==> config.mk <==
export PLATFORM = sky130hd
export DESIGN_NAME = pc_next_unit
export DESIGN_NICKNAME = d
export VERILOG_FILES = /design/src/rtl/pcu_pkg.sv /design/src/rtl/pcu_adder.sv /design/src/rtl/pcu_next_sel.sv /design/src/rtl/pc_next_unit.sv
export SDC_FILE = /design/constraint.sdc
export NUM_CORES = 1
export LEC_CHECK = 0
export ABC_CLOCK_PERIOD_IN_PS = 2800
export BUFFER_PORTS_ARGS = -buffer_cell sky130_fd_sc_hd__buf_4
export CAP_MARGIN = 15
export CORE_MARGIN = 2
export CORE_UTILIZATION = 48
export CTS_CLUSTER_DIAMETER = 120
export DETAILED_ROUTE_END_ITERATION = 10
export GPL_TIMING_DRIVEN = 0
export HOLD_SLACK_MARGIN = 0.06
export PLACE_DENSITY = 0.74
export SYNTH_ARGS = -nofsm -noshare
export SYNTH_HDL_FRONTEND = slang
export SYNTH_SLANG_ARGS = --single-unit
==> constraint.sdc <==
create_clock -name clk -period 2.8 [get_ports clk]
set_clock_uncertainty 0.1 [all_clocks]
set_input_delay 0.56 -clock clk [delete_from_list [all_inputs] [get_ports clk]]
set_output_delay 0.56 -clock clk [all_outputs]
set_load 0.01 [all_outputs]
==> src/rtl/pcu_pkg.sv <==
package pcu_pkg;

  // Transfer class. The encoding is decoded by the instruction decoder.
  typedef enum logic [1:0] {
    XF_SEQ  = 2'd0,
    XF_REL  = 2'd1,
    XF_JMP  = 2'd2,
    XF_CALL = 2'd3
  } xfer_t;

endpackage

==> src/rtl/pcu_adder.sv <==
module pcu_adder #(
  parameter int W = 16
) (
  input  logic [W-1:0] a_i,
  input  logic [W-1:0] b_i,
  output logic [W-1:0] sum_o
);
  // Modulo-2^W sum. Any carry out of the top bit is dropped.
  always_comb sum_o = a_i + b_i;
endmodule

==> src/rtl/pcu_next_sel.sv <==
module pcu_next_sel
  import pcu_pkg::*;
#(
  parameter int W = 16
) (
  input  xfer_t        kind_i,
  input  logic         taken_i,
  input  logic [W-1:0] inc_i,
  input  logic [W-1:0] rel_i,
  input  logic [W-1:0] abs_i,
  output logic [W-1:0] next_o,
  output logic         call_o
);
  always_comb begin
    next_o = inc_i;
    call_o = 1'b0;
    unique case (kind_i)
      XF_SEQ:  next_o = inc_i;
      XF_REL:  next_o = taken_i ? rel_i : inc_i;
      XF_JMP:  next_o = abs_i;
      XF_CALL: begin
        next_o = abs_i;
        call_o = 1'b1;
      end
      default: next_o = inc_i;
    endcase
  end
endmodule

==> src/rtl/pc_next_unit.sv <==
module pc_next_unit
  import pcu_pkg::*;
#(
  parameter int PC_W = 16
) (
  input  logic            clk,
  input  logic            rst,
  input  logic            upd_en,
  input  logic [1:0]      xfer_kind,
  input  logic            br_taken,
  input  logic [PC_W-1:0] br_ofs,
  input  logic [PC_W-1:0] reg_val,
  output logic [PC_W-1:0] pc_o,
  output logic [PC_W-1:0] link_o,
  output logic            link_wr_o
);
  localparam logic [PC_W-1:0] ONE  = PC_W'(1);
  localparam logic [PC_W-1:0] ZERO = '0;

  xfer_t           kind;
  logic [PC_W-1:0] pc_inc;
  logic [PC_W-1:0] pc_rel;
  logic [PC_W-1:0] pc_nxt;
  logic            is_call;

  assign kind = xfer_t'(xfer_kind);

  // Sequential successor. It is also the return address.
  pcu_adder #(.W(PC_W)) u_inc (
    .a_i(pc_o), .b_i(ONE), .sum_o(pc_inc)
  );

  // Relative target.
  pcu_adder #(.W(PC_W)) u_rel (
    .a_i(pc_o), .b_i(br_ofs), .sum_o(pc_rel)
  );

  pcu_next_sel #(.W(PC_W)) u_sel (
    .kind_i (kind),
    .taken_i(br_taken),
    .inc_i  (pc_inc),
    .rel_i  (pc_rel),
    .abs_i  (reg_val),
    .next_o (pc_nxt),
    .call_o (is_call)
  );

  // All three outputs are registered and change together on the update edge.
  always_ff @(posedge clk) begin
    if (rst) begin
      pc_o      <= ZERO;
      link_o    <= ZERO;
      link_wr_o <= 1'b0;
    end else begin
      link_wr_o <= upd_en & is_call;
      if (upd_en) begin
        pc_o   <= pc_nxt;
        link_o <= pc_inc;
      end
    end
  end

  // Checks

  assert_reset_R1: assert property (@(posedge clk)
    rst |=> (pc_o == ZERO && link_o == ZERO && !link_wr_o));

  assert_hold_R2: assert property (@(posedge clk) disable iff (rst)
    !upd_en |=> ($stable(pc_o) && $stable(link_o) && !link_wr_o));

  assert_seq_step_R3: assert property (@(posedge clk) disable iff (rst)
    (upd_en && xfer_kind == 2'd0) |=> pc_o == PC_W'($past(pc_o) + ONE));

  assert_rel_taken_R4: assert property (@(posedge clk) disable iff (rst)
    (upd_en && xfer_kind == 2'd1 && br_taken)
      |=> pc_o == PC_W'($past(pc_o) + $past(br_ofs)));

  assert_rel_fall_R5: assert property (@(posedge clk) disable iff (rst)
    (upd_en && xfer_kind == 2'd1 && !br_taken)
      |=> pc_o == PC_W'($past(pc_o) + ONE));

  assert_jump_R6: assert property (@(posedge clk) disable iff (rst)
    (upd_en && xfer_kind == 2'd2) |=> (pc_o == $past(reg_val) && !link_wr_o));

  assert_call_R7: assert property (@(posedge clk) disable iff (rst)
    (upd_en && xfer_kind == 2'd3) |=> (pc_o == $past(reg_val) && link_wr_o));

  assert_link_pulse_R7: assert property (@(posedge clk) disable iff (rst)
    link_wr_o |-> ($past(upd_en) && $past(xfer_kind) == 2'd3));

  assert_link_value_R8: assert property (@(posedge clk) disable iff (rst)
    upd_en |=> link_o == PC_W'($past(pc_o) + ONE));

endmodule

Word-level counts from Yosys, hierarchy flattened:

Cells that the tools add are included.

* output and inout port bits: 33
* register bits: 33
* input bits: 38

* bitwise gates (word level): 1
* mux-type cells: 3
* reduce and logical (&&, ||, !) cells: 2
* add/sub/neg operators: 2
* equality and inequality tests: 3

Operators with widths (count)
* 16-bit one-hot mux with 3 select lines: 1
* 16-bit by 1-bit adder with 16-bit output (second input constant): 1
* 16-bit adder: 1
* 16-bit two-way mux: 1
* 2-bit == test (second input constant): 2
* 2-bit by 1-bit == test with 1-bit output (second input constant): 1
* 2-bit zero test: 1
* 2-bit OR reduction: 1
* 1-bit bitwise AND: 1
* 1-bit two-way mux: 1

Depth between registers and ports, before layout:

Gate-level depths: netlist (run 1).

* word-level depth: 3
* depth in mapped cells: 9
* mapped depth without buffers: 9

Cells and area by module:

From an unflattened synthesis (run 1), not the netlist that was laid out.

* cells, all modules: 381
* area total of the unflattened synthesis: 3219.3 um^2

Modules (own cells, without submodules)
* pcu_adder: cells each 98, times used 2, area an instance 724.4 um^2
* pc_next_unit: cells each 109, times used 1, area an instance 1204.9 um^2
* pcu_next_sel: cells each 76, times used 1, area an instance 565.5 um^2

Least setup slack after synthesis (run 1):

OpenSTA, ideal clock, no wires.

* path kind: in2reg
* from: input port br_ofs[0]
* to: register pc_o[10]
* library setup time: 0.058 ns
* slack: 0.432 ns
* data arrival time: 2.210 ns
* path buffers: 0
* stages on the path: 9
* cell sequence: ha_1 inv_1 fa_1 nor2b_1 o2111ai_1 a21oi_2 o21ai_0 a2111oi_0 a211o_1

* longest elaborated chain between the ends: 3

RTL lines
* from (decl): RTL line pc_next_unit.sv:11 `input logic [PC_W-1:0] br_ofs,`
* 16-bit adder: RTL line pcu_adder.sv:9 `always_comb sum_o = a_i + b_i;`
* 16-bit two-way mux: RTL line pcu_next_sel.sv:19 `XF_REL: next_o = taken_i ? rel_i : inc_i;`
* 16-bit one-hot mux with 3 select lines: RTL line pcu_next_sel.sv:17 `unique case (kind_i)`
* to (signal assigned): RTL line pc_next_unit.sv:57 `pc_o <= pc_nxt;`
* to (decl): RTL line pc_next_unit.sv:13 `output logic [PC_W-1:0] pc_o,`

No other way between the ends.
A chain may end at the register's enable or synchronous reset.

Worst setup path after layout (run 1):

* from: register pc_o[0]
* to: register pc_o[10]

* longest elaborated chain between the ends: 3
* elaborated cells between the ends (all ways): 4

RTL lines (RTL line)
* 16-bit by 1-bit adder with 16-bit output / 16-bit adder (equally long branches): pcu_adder.sv:9
* 16-bit two-way mux: pcu_next_sel.sv:19
* 16-bit one-hot mux with 3 select lines *: pcu_next_sel.sv:17

Mark *: on every way between the ends. The rest lies on a longest branch, timed or not.

==> summary.md, run 1 <==
| Metric | Value |
|---|---|
| Tmin final | `2567 ps` |
| Die area | `5625 um^2` |
| Most common cell in the netlist | `nor2_1` |
| CP Buf/Inv Count | `1` |
| Synth Area in Compound Gates | `0.2441` |
| Cell variety after synth | `53` |
| Max Buffers Root-to-Sink | `2` |
| Ys async rst share | `0` |
| Via density | `5.556` |
| Worst Tran Pin Value | `609.8 ps` |
| Vias in the first global route | `2280` |
| Reg-to-Reg Start | `pc_o[0]` |
| Critical Path Slowest Stage Cell | `dfxtp_1` |
| Drt total wl | `6.867 mm` |
| Endpoint type of the worst setup path | `flop` |
| Hold Path Class | `reg -> reg` |
| Commonest cells post-synth | `42 x nor2_1, 33 x dfxtp_1, 30 x nand2_1` |
| Post-layout util | `0.6523` |
| P&R area growth vs syn | `29.01%` |
| Final Hold Vio Count | `0` |
| Drt first-iter violations | `159` |
| Critical setup path kind | `reg -> reg` |
| IO buf count | `68` |
| RSZ-0062 raised after global routing | `false` |
| Final Non-Filler Cells | `453` |
| Synthesized area per cell | `7.806 um^2` |
| H-Tree Depth | `2` |
| FF+latch count, synth | `33` |
| Synth Instances | `310` |
| Placer Congestion | `0.9063` |
| Simple-gate share of the synthesized area | `0.2394` |
| Critical path cell sequence | `ha_1 > inv_1 > fa_1 > nor2b_1 > o2111ai_1 > a21oi_2 > o21ai_0 > a2111oi_2 > a211o_1` |
| Fmax achieved | `389.5 MHz` |
| Post-Synth Adder-Cell Area | `0.09100` |
| Endpoints failing setup | `0` |
| Number of CTS-inserted buffers | `5` |
| Routed Antenna Nets | `0` |
| Total GRT Usage | `0.2572` |
| Leak | `1.362 nW` |
| Final Max Tran Viols | `0` |
| Power per cell area | `441.5 nW/um^2` |
| Post-Synth XOR/XNOR Area | `0.08687` |
| DRC Markers | `0` |
| VDD IR max | `0.2485 mV` |
| Final #Nets | `440` |
| Detailed-route via count | `2517` |
| Fillers | `461` |
| Number of synthesized flops with an enable pin | `0` |
| Status | `finished, final reports clean` |
| Share of post-route cells with drive strength above 1 | `0.2358` |
| Starting Density | `0.5056` |
| Crit path max fanout | `8` |
| Share of the synthesized area in the top cell type | `0.2730` |
| Worst path required time | `2930 ps` |
| Clock slew at reported path FFs | `80 ps` |
| Total global routing overflow | `0` |
| Synth area leader | `dfxtp_1` |
| Largest family of logic cells by synthesized area | `compound AO/OA/AOI/OAI gates` |
| TritonCTS clock tree | `built` |
| Pre-CTS setup slack | `133.2 ps` |
| Final worst slack | `232.8 ps` |
| Final setup TNS | `0 ps` |
| Crit path from | `pc_o[0]` |
| Worst slew margin relative to its limit | `0.5935` |
| Worst setup SP type | `flop` |
| HPWL Detailed | `5.423 mm` |
| Number of max-cap violations | `0` |
| Sequential-to-total area share from yosys stat | `0.2730` |
| Die width | `75 um` |
| # diodes | `0` |
| Warnings, synthesis | `0` |
| Clk Latency, worst-skew pair | `290 ps` |
| # rows | `25` |
| Hold Crit Start | `link_o[11]` |
| WL/cell | `15.16 um` |
| First-pass GRT wire length | `10.90 mm` |
| Die Y | `75 um` |
| Initial antenna violation count | `0` |
| Largest net degree at the start of global routing | `11` |
| I/O pin cnt | `71` |
| CTS Sinks | `33` |
| Synth area leaders | `dfxtp_1 27%, ha_1 8.3%, nor2_1 6.5%` |
| Crit-path leading delay family | `compound AO/OA/AOI/OAI gates` |
| FF-to-FF setup slack | `230 ps` |
| Placed cell count | `445` |
| Drt pass-1 iters | `5` |
| Mapped Nets | `365` |
| Synth Flop Type | `dfxtp_1` |
| Largest stage delay, worst path | `450 ps` |
| Mux share of post-synthesis cell area | `0.01706` |
| Root Driver | `clkbuf_8` |
| Synthesized area | `2420 um^2` |
| Crit path DAT | `2700 ps` |
| Tcrit/Tclk final | `0.9169` |
| CORE AREA | `4786 um^2` |
==> layer usage <==
metal	track usage	vias up	share of wire
met5	0	-	0
met4	0.05754	0	0.0099
met3	0.04016	6	0.072
met2	0.4055	100	0.45
met1	0.3708	1137	0.47
li1	-	1274	-
==> cell families (layout without fill, tap and decap cells) <==
group / Yosys count / count (layout)
buffers and inverters: 28 / 104
xor gates and xnor gates: 24 / 24
DFF: 33 / 33
muxes: 4 / 4
and+or+nand+nor: 121 / 121
AOI/OAI and AO/OA: 83 / 83
adders and majority gates: 17 / 17
==> cell type report <==
class	count	area (um^2)	area share
plain buffers	17	76.32	0.02445
clock buffers	7	96.34	0.03086
clock inverters	1	5.005	0.001603
inverters	11	41.29	0.01323
multi-input cells	249	1648	0.5279
flip-flops and latches	33	660.6	0.2116
well taps	67	83.83	0.02685
repair buffers	68	510.5	0.1635
==> where the power goes <==
group          internal [W]  switching (W)
clock              0.000222       0.000178
sequential         0.000505      0.0000445
combinational      0.000203       0.000226
total              0.000930       0.000448
==> path summary, 6_finish.rpt <==
check,endpoint,cells past startpoint
worst max-delay path,pc_o[10],9
worst min-delay path,link_o[11],2
worst max register to register,pc_o[10],9
worst min register to register,link_o[11],2
==> metrics by stage <==
stage                     area [um^2]  hold WS (ps)  total power, W
final                            3122         387.4        0.001378
after global routing             3122         402.3        0.001448
after CTS                        3115         391.6        0.001377
after detailed placement         3014         382.3       0.0009813
after global placement           3014         379.8       0.0009765
after floorplan                  2420         405.0       0.0008201
==> cell usage in the layout (no fill, tap or decap), types with 3 or more instances in the layout <==
| master | count |
|---|---|
| mux2i_1 | 3 |
| o21ai_0 | 6 |
| nand4_1 | 10 |
| nor3_1 | 12 |
| a211o_1 | 3 |
| o211ai_1 | 14 |
| clkbuf_8 | 7 |
| xor2_1 | 9 |
| dfxtp_1 | 33 |
| a21oi_1 | 19 |
| nand2_1 | 30 |
| nand3_1 | 9 |
| nor2_1 | 42 |
| inv_1 | 11 |
| ha_1 | 16 |
| a211oi_1 | 14 |
| a21o_1 | 4 |
| clkbuf_1 | 13 |
| buf_4 | 71 |
| xnor2_1 | 15 |
==> worst min-delay path: stages (launching register included) <==
cell	delay [ps]
dfxtp_1	310
nor2_1	80
a211oi_1	50
==> sequential cells by signal, indices dropped and copies added, names as in the netlist <==
| signal | cells |
|---|---|
| link_o | 16 |
| pc_o | 16 |
| link_wr_o | 1 |
==> repair_timing <==
item	in CTS	in global routing
endpoints found under the setup margin	0	1
hold buffers	0	0
setup buffers	0	0
gates resized for setup	0	2
No activity file was read; power rests on OpenSTA's default activity.
==> run 2, diff against run 1 <==
ABC_AREA = 1   (was not set)
PLACE_DENSITY = 0.72   (was 0.74)
==> run 2 against run 1 <==
  * Combinational power rose by 11%
  * Synthesized cell count increased by 59%
  * Count of clock-buffer cells in the layout is the same
  * Sequential cell count stayed put
  * Critical path depth is 2 higher
  * Final cell count up 42%
==> summary.md, run 2 <==
| Metric | Value |
|---|---|
| Status | `finished, final reports clean` |
| Total global routing overflow | `0` |
| Final worst slack | `476.5 ps` |
| Vias in the first global route | `3097` |
| Synth Flop Type | `dfxtp_1` |
| Crit path top cell by count | `nand3_1` |
| H-Tree Depth | `2` |
| I/O pin cnt | `71` |
| Largest stage delay, worst path | `500 ps` |
| Hold_buf cts | `0` |
| Die Y | `81.82 um` |
| Comb pwr share | `0.318` |
| TritonCTS clock tree | `built` |
| FF+latch count, synth | `33` |
| Number of CTS-inserted buffers | `5` |
| Worst setup SP type | `flop` |
| Drt total wl | `8.810 mm` |
| Post-CTS Repair Setup Buffers | `0` |
| P&R area growth vs syn | `24.80%` |
| Die width | `81.82 um` |
| Tcrit/Tclk final | `0.8298` |
| Total internal power | `0.0009920 W` |
| Drt first-iter violations | `187` |
| WL/cell | `13.66 um` |
| Leak | `1.987 nW` |
| Commonest cells post-synth | `128 x nand2_1, 86 x inv_1, 45 x a21oi_1` |
| Detailed-route via count | `3407` |
| Drt pass-1 iters | `5` |
| CORE AREA | `5886 um^2` |
| Synthesized area | `2907 um^2` |
| Synth Instances | `494` |
| Most common cell in the netlist | `nand2_1` |
| VDD IR max | `0.3057 mV` |
| Worst path required time | `2930 ps` |
| Ys async rst share | `0` |
| Pre-CTS setup slack | `379.6 ps` |
| Routed Antenna Nets | `0` |
| Clock slew at reported path FFs | `80 ps` |
| Switching power | `0.0005116 W` |
| Share of the synthesized area in the top cell type | `0.2273` |
| DRC Markers | `0` |
| Crit path DAT | `2460 ps` |
| Reg power frac | `0.365` |
| Endpoints failing setup | `0` |
| Endpoint type of the worst setup path | `flop` |
| Fmax achieved | `430.4 MHz` |
| First-pass GRT wire length | `13.90 mm` |
| Root Driver | `clkbuf_8` |
| Post-layout util | `0.6163` |
| Worst slew margin relative to its limit | `0.6420` |
| Sequential-to-total area share from yosys stat | `0.2273` |
| Placer Congestion | `0.8680` |
| CTS Sinks | `33` |
| Placed instance area | `3511 um^2` |
| Commonest cells after routing, fill and taps aside | `128 x nand2_1, 86 x inv_1, 69 x buf_4` |
| Commonest non-fill, non-tap cell in the layout | `nand2_1` |
| Synthesized area per cell | `5.884 um^2` |
| Synth area leaders | `dfxtp_1 23%, nand2_1 17%, inv_1 11%` |
| Final setup TNS | `0 ps` |
| # rows | `28` |
| RSZ-0062 raised after global routing | `false` |
| Initial antenna violation count | `0` |
| Post-CTS Resized | `0` |
| # diodes | `0` |
| Clk Latency, worst-skew pair | `290 ps` |
| Largest net degree at the start of global routing | `11` |
| Final Max Tran Viols | `0` |
| Hold Path Class | `in -> reg` |
| Share of post-route cells with drive strength above 1 | `0.1719` |
| Mapped Nets | `549` |
| Die area | `6694 um^2` |
| Design area | `3627 um^2` |
| Critical Path Slowest Stage Cell | `dfxtp_1` |
| HPWL Detailed | `6.935 mm` |
| Critical path cell sequence | `ha_1 > inv_1 > fa_1 > inv_1 > nand3_1 > nand3_1 > a21oi_1 > or2_2 > nand3_1 > nand2_1 > a21oi_1` |
| Tmin final | `2323 ps` |
| Power per cell area | `414.5 nW/um^2` |
| Number of max-cap violations | `0` |
| Synth area leader | `dfxtp_1` |
| Cell variety after synth | `38` |
| Worst Tran Pin Value | `537.0 ps` |
| Starting Density | `0.4938` |
| Critical setup path kind | `reg -> reg` |
| Final Hold Vio Count | `0` |
| IO buf count | `68` |
| Sw frac | `0.3402` |
| Final #Nets | `624` |
| Crit path max fanout | `8` |
| Warnings, synthesis | `0` |
| Total GRT Usage | `0.2707` |
| Number of synthesized flops with an enable pin | `0` |
| Via density | `5.282` |
| Biggest regs | `link_o (16), pc_o (16), link_wr_o (1)` |
| Fillers | `602` |
| Power share of the clock group | `0.317` |
| Max Buffers Root-to-Sink | `2` |
| Total Power | `0.001504 W` |
[run 2: changes by cell type after synthesis, sizes merged, moves of 4 or more]
cell / before / now
xor2: 9 / 4
o21ai: 6 / 48
nand3: 9 / 36
o211ai: 15 / 7
xnor2: 15 / 1
nand4: 10 / 3
a211oi: 14 / 0
nor2: 42 / 46
a21oi: 20 / 48
nor3: 12 / 4
a21o: 4 / 0
inv: 11 / 87
nand2: 30 / 133
[run 2: worst max-delay path, delay by kind of cell (launching register included)]
family,cells,cell delay (ps)
adder cells (fa/ha/maj),2,620
buffers and inverters,2,180
flip-flops,1,500
AO/OA/AOI/OAI,2,210
AND/OR/NAND/NOR,5,650
[run 2: kinds of logic (layout without fill, tap and decap cells)]
group,Yosys count,after routing,share of synthesized area
xor+xnor,5,5,0.01765
compound gates,110,110,0.2058
simple gates,227,227,0.3384
fa+ha+maj,17,17,0.07576
flops,33,33,0.2273
buf+inv,102,178,0.1352
[run 2: metal layers]
metal	track usage	vias up	share of wire
met4	0.08333	0	0.022
met1	0.3599	1514	0.45
met2	0.4512	139	0.46
met5	0	-	0
li1	-	1732	-
met3	0.04066	22	0.068
[run 2: worst paths after layout]
kind                            slack [ps]  cells past startpoint         to  startpoint
worst max-delay path                   480                     11    pc_o[8]     pc_o[0]
worst min-delay path                   390                      2  link_wr_o         rst
worst max register to register         480                     11    pc_o[8]     pc_o[0]
worst min register to register         390                      2  link_o[5]   link_o[5]
[run 2: cell type report]
type,instances,area [um^2],share of cell area
clock inverters,1,30.03,0.008279
well taps,75,93.84,0.02587
inverters,88,330.3,0.09107
clock buffers,7,86.33,0.02380
repair buffers,68,510.5,0.1407
flip-flops and latches,33,660.6,0.1821
plain buffers,14,62.56,0.01725
multi-input cells,359,1853,0.5109
[run 2: metrics by stage]
| stage | instances | hold WS (ps) |
|---|---|---|
| after global placement | 637 | 370.5 |
| after floorplan | 494 | 416.0 |
| after detailed placement | 637 | 369.4 |
| final | 645 | 391.5 |
| after CTS | 645 | 384.6 |
| after global routing | 645 | 398.5 |
[run 2: power by group through the flow]
stage | combinational (W) | sequential [W] | clock (W)
detailed placement | 0.000474 | 0.000559 | 0
finish | 0.000478 | 0.000549 | 0.000477
floorplan | 0.000288 | 0.000562 | 0
global route | 0.000542 | 0.000553 | 0.000501
CTS | 0.000477 | 0.000548 | 0.000482
global placement | 0.000466 | 0.000559 | 0
==> run 3, diff against run 2 <==
ABC_AREA = 0   (was 1)
ABC_CLOCK_PERIOD_IN_PS = 2300   (was 2800)
PLACE_DENSITY = 0.74   (was 0.72)
clock period = 2.3 ns   (was 2.8 ns; I/O delays follow)
==> run 3 against run 2 <==
  * Routed wire length decreased by 19%
  * Fmax increased by 4.6%
  * Non-clock buffer count increased by 7
  * Count of clock-buffer cells in the layout decreased by 1
  * Critical path type unchanged
  * Largest cell class unchanged
  * Largest power group unchanged
==> summary.md, run 3 (synthesis results as in run 1) <==
| Metric | Value |
|---|---|
| Status | `finished, final reports clean` |
| H-Tree Depth | `2` |
| Biggest regs | `link_o (16), pc_o (16), link_wr_o (1)` |
| Hold WS | `384.7 ps` |
| Total global routing overflow | `0` |
| Final Non-Filler Cells | `457` |
| Comb pwr share | `0.340` |
| Clock slew at reported path FFs | `70 ps` |
| Power share of the clock group | `0.255` |
| Worst Tran Pin Value | `591.9 ps` |
| Total GRT Usage | `0.2652` |
| Power per cell area | `512.4 nW/um^2` |
| Worst path required time | `2360 ps` |
| Worst slew margin relative to its limit | `0.6054` |
| Initial antenna violation count | `0` |
| Clk Latency, worst-skew pair | `280 ps` |
| VDD IR max | `0.2932 mV` |
| Largest stage delay, worst path | `460 ps` |
| CP Buf/Inv Count | `0` |
| Endpoints failing setup | `0` |
| TritonCTS clock tree | `built` |
| Die area | `5625 um^2` |
| Sw frac | `0.3394` |
| Worst setup SP type | `flop` |
| Number of CTS-inserted buffers | `5` |
| Routed Antenna Nets | `0` |
| # diodes | `0` |
| Drt first-iter violations | `191` |
| First-pass GRT wire length | `11.26 mm` |
| Tcrit/Tclk final | `0.9661` |
| CORE AREA | `4786 um^2` |
| Hold Path Class | `reg -> reg` |
| Final #Nets | `444` |
| Commonest non-fill, non-tap cell in the layout | `buf_4` |
| Post-layout util | `0.6769` |
| Leak | `1.378 nW` |
| Total Power | `0.001660 W` |
| Drt total wl | `7.156 mm` |
| Critical Path Slowest Stage Cell | `dfxtp_1` |
| Root Driver | `clkbuf_8` |
| Critical setup path kind | `reg -> reg` |
| Fmax achieved | `450.0 MHz` |
| Die Y | `75 um` |
| Reg power frac | `0.404` |
| IO buf count | `68` |
| DRC Markers | `0` |
| Drt pass-1 iters | `4` |
| Starting Density | `0.5056` |
| Die width | `75 um` |
| Largest net degree at the start of global routing | `11` |
| Number of max-cap violations | `0` |
| Switching power | `0.0005634 W` |
| Max Buffers Root-to-Sink | `2` |
| Final Max Tran Viols | `0` |
| Placer Congestion | `0.9262` |
| CTS Sinks | `33` |
| Final Hold Vio Count | `0` |
| Crit path max fanout | `6` |
| Via density | `5.670` |
| Endpoint type of the worst setup path | `flop` |
| Total internal power | `0.001097 W` |
| Placed cell count | `445` |
| Final worst slack | `77.98 ps` |
| Share of post-route cells with drive strength above 1 | `0.2872` |
| HPWL Detailed | `5.417 mm` |
| Hold_buf cts | `0` |
| # rows | `25` |
| Vias in the first global route | `2395` |
| Critical path cell sequence | `ha_1 > a21o_1 > a21bo_2 > a211o_1 > o22ai_1 > xor2_1 > o31ai_1` |
| Crit-path leading delay family | `compound AO/OA/AOI/OAI gates` |
| Detailed-route via count | `2591` |
| Pre-CTS setup slack | `-240.1 ps` |
| Crit path DAT | `2280 ps` |
| Tmin final | `2222 ps` |
| RSZ-0062 raised after global routing | `true` |
| WL/cell | `15.66 um` |
| Commonest cells after routing, fill and taps aside | `75 x buf_4, 42 x nor2_1, 30 x nand2_1` |
| P&R area growth vs syn | `33.87%` |
| I/O pin cnt | `71` |
## run 3: power by group through the flow
stage                     Combinational [W]  Clock (W)  Sequential [W]
final                              0.000565   0.000424        0.000671
after global placement             0.000509          0        0.000680
after CTS                          0.000526   0.000431        0.000669
after floorplan                    0.000308          0        0.000690
after global routing               0.000622   0.000443        0.000677
after detailed placement           0.000515          0        0.000681
## run 3: worst paths after layout
check	startpoint	end	slack, ps	cells after the start
min reg2reg	link_o[2]	link_o[2]	380	2
min	link_o[2]	link_o[2]	380	2
max reg2reg	pc_o[7]	pc_o[14]	80	7
max	pc_o[7]	pc_o[14]	80	7
## run 3: area by class of cell
cell class / instances / area (um^2)
multi-input cells: 249 / 1745
fillers: 437 / 1546
flip-flops and latches: 33 / 669.4
repair buffers: 72 / 540.5
well taps: 67 / 83.83
plain buffers: 17 / 76.32
clock buffers: 6 / 72.57
inverters: 11 / 41.29
clock inverters: 2 / 10.01
## run 3: routing by layer
| metal | GRT usage | share of wire |
|---|---|---|
| met5 | 0 | 0 |
| met4 | 0.07937 | 0.0085 |
| met3 | 0.05221 | 0.081 |
| met2 | 0.4347 | 0.46 |
| met1 | 0.3543 | 0.45 |
## run 3: timing repair
action / CTS / global route
pin swaps: 1 / 4
gates resized for setup: 7 / 17
endpoints found under the setup margin: 4 / 8
setup buffers: 0 / 4
## run 3: stage by stage
step	TNS (ps)	cell area [um^2]
floorplan	0	2421
global placement	-833.4	3015
detailed placement	-819.0	3015
CTS	-52.13	3129
global route	-27.41	3239
finish	0	3239
## run 3: worst min-delay path, stage by stage, from the launching register on
cell and delay, ps:
dfxtp_1 310, nor2_1 80, a211oi_1 50
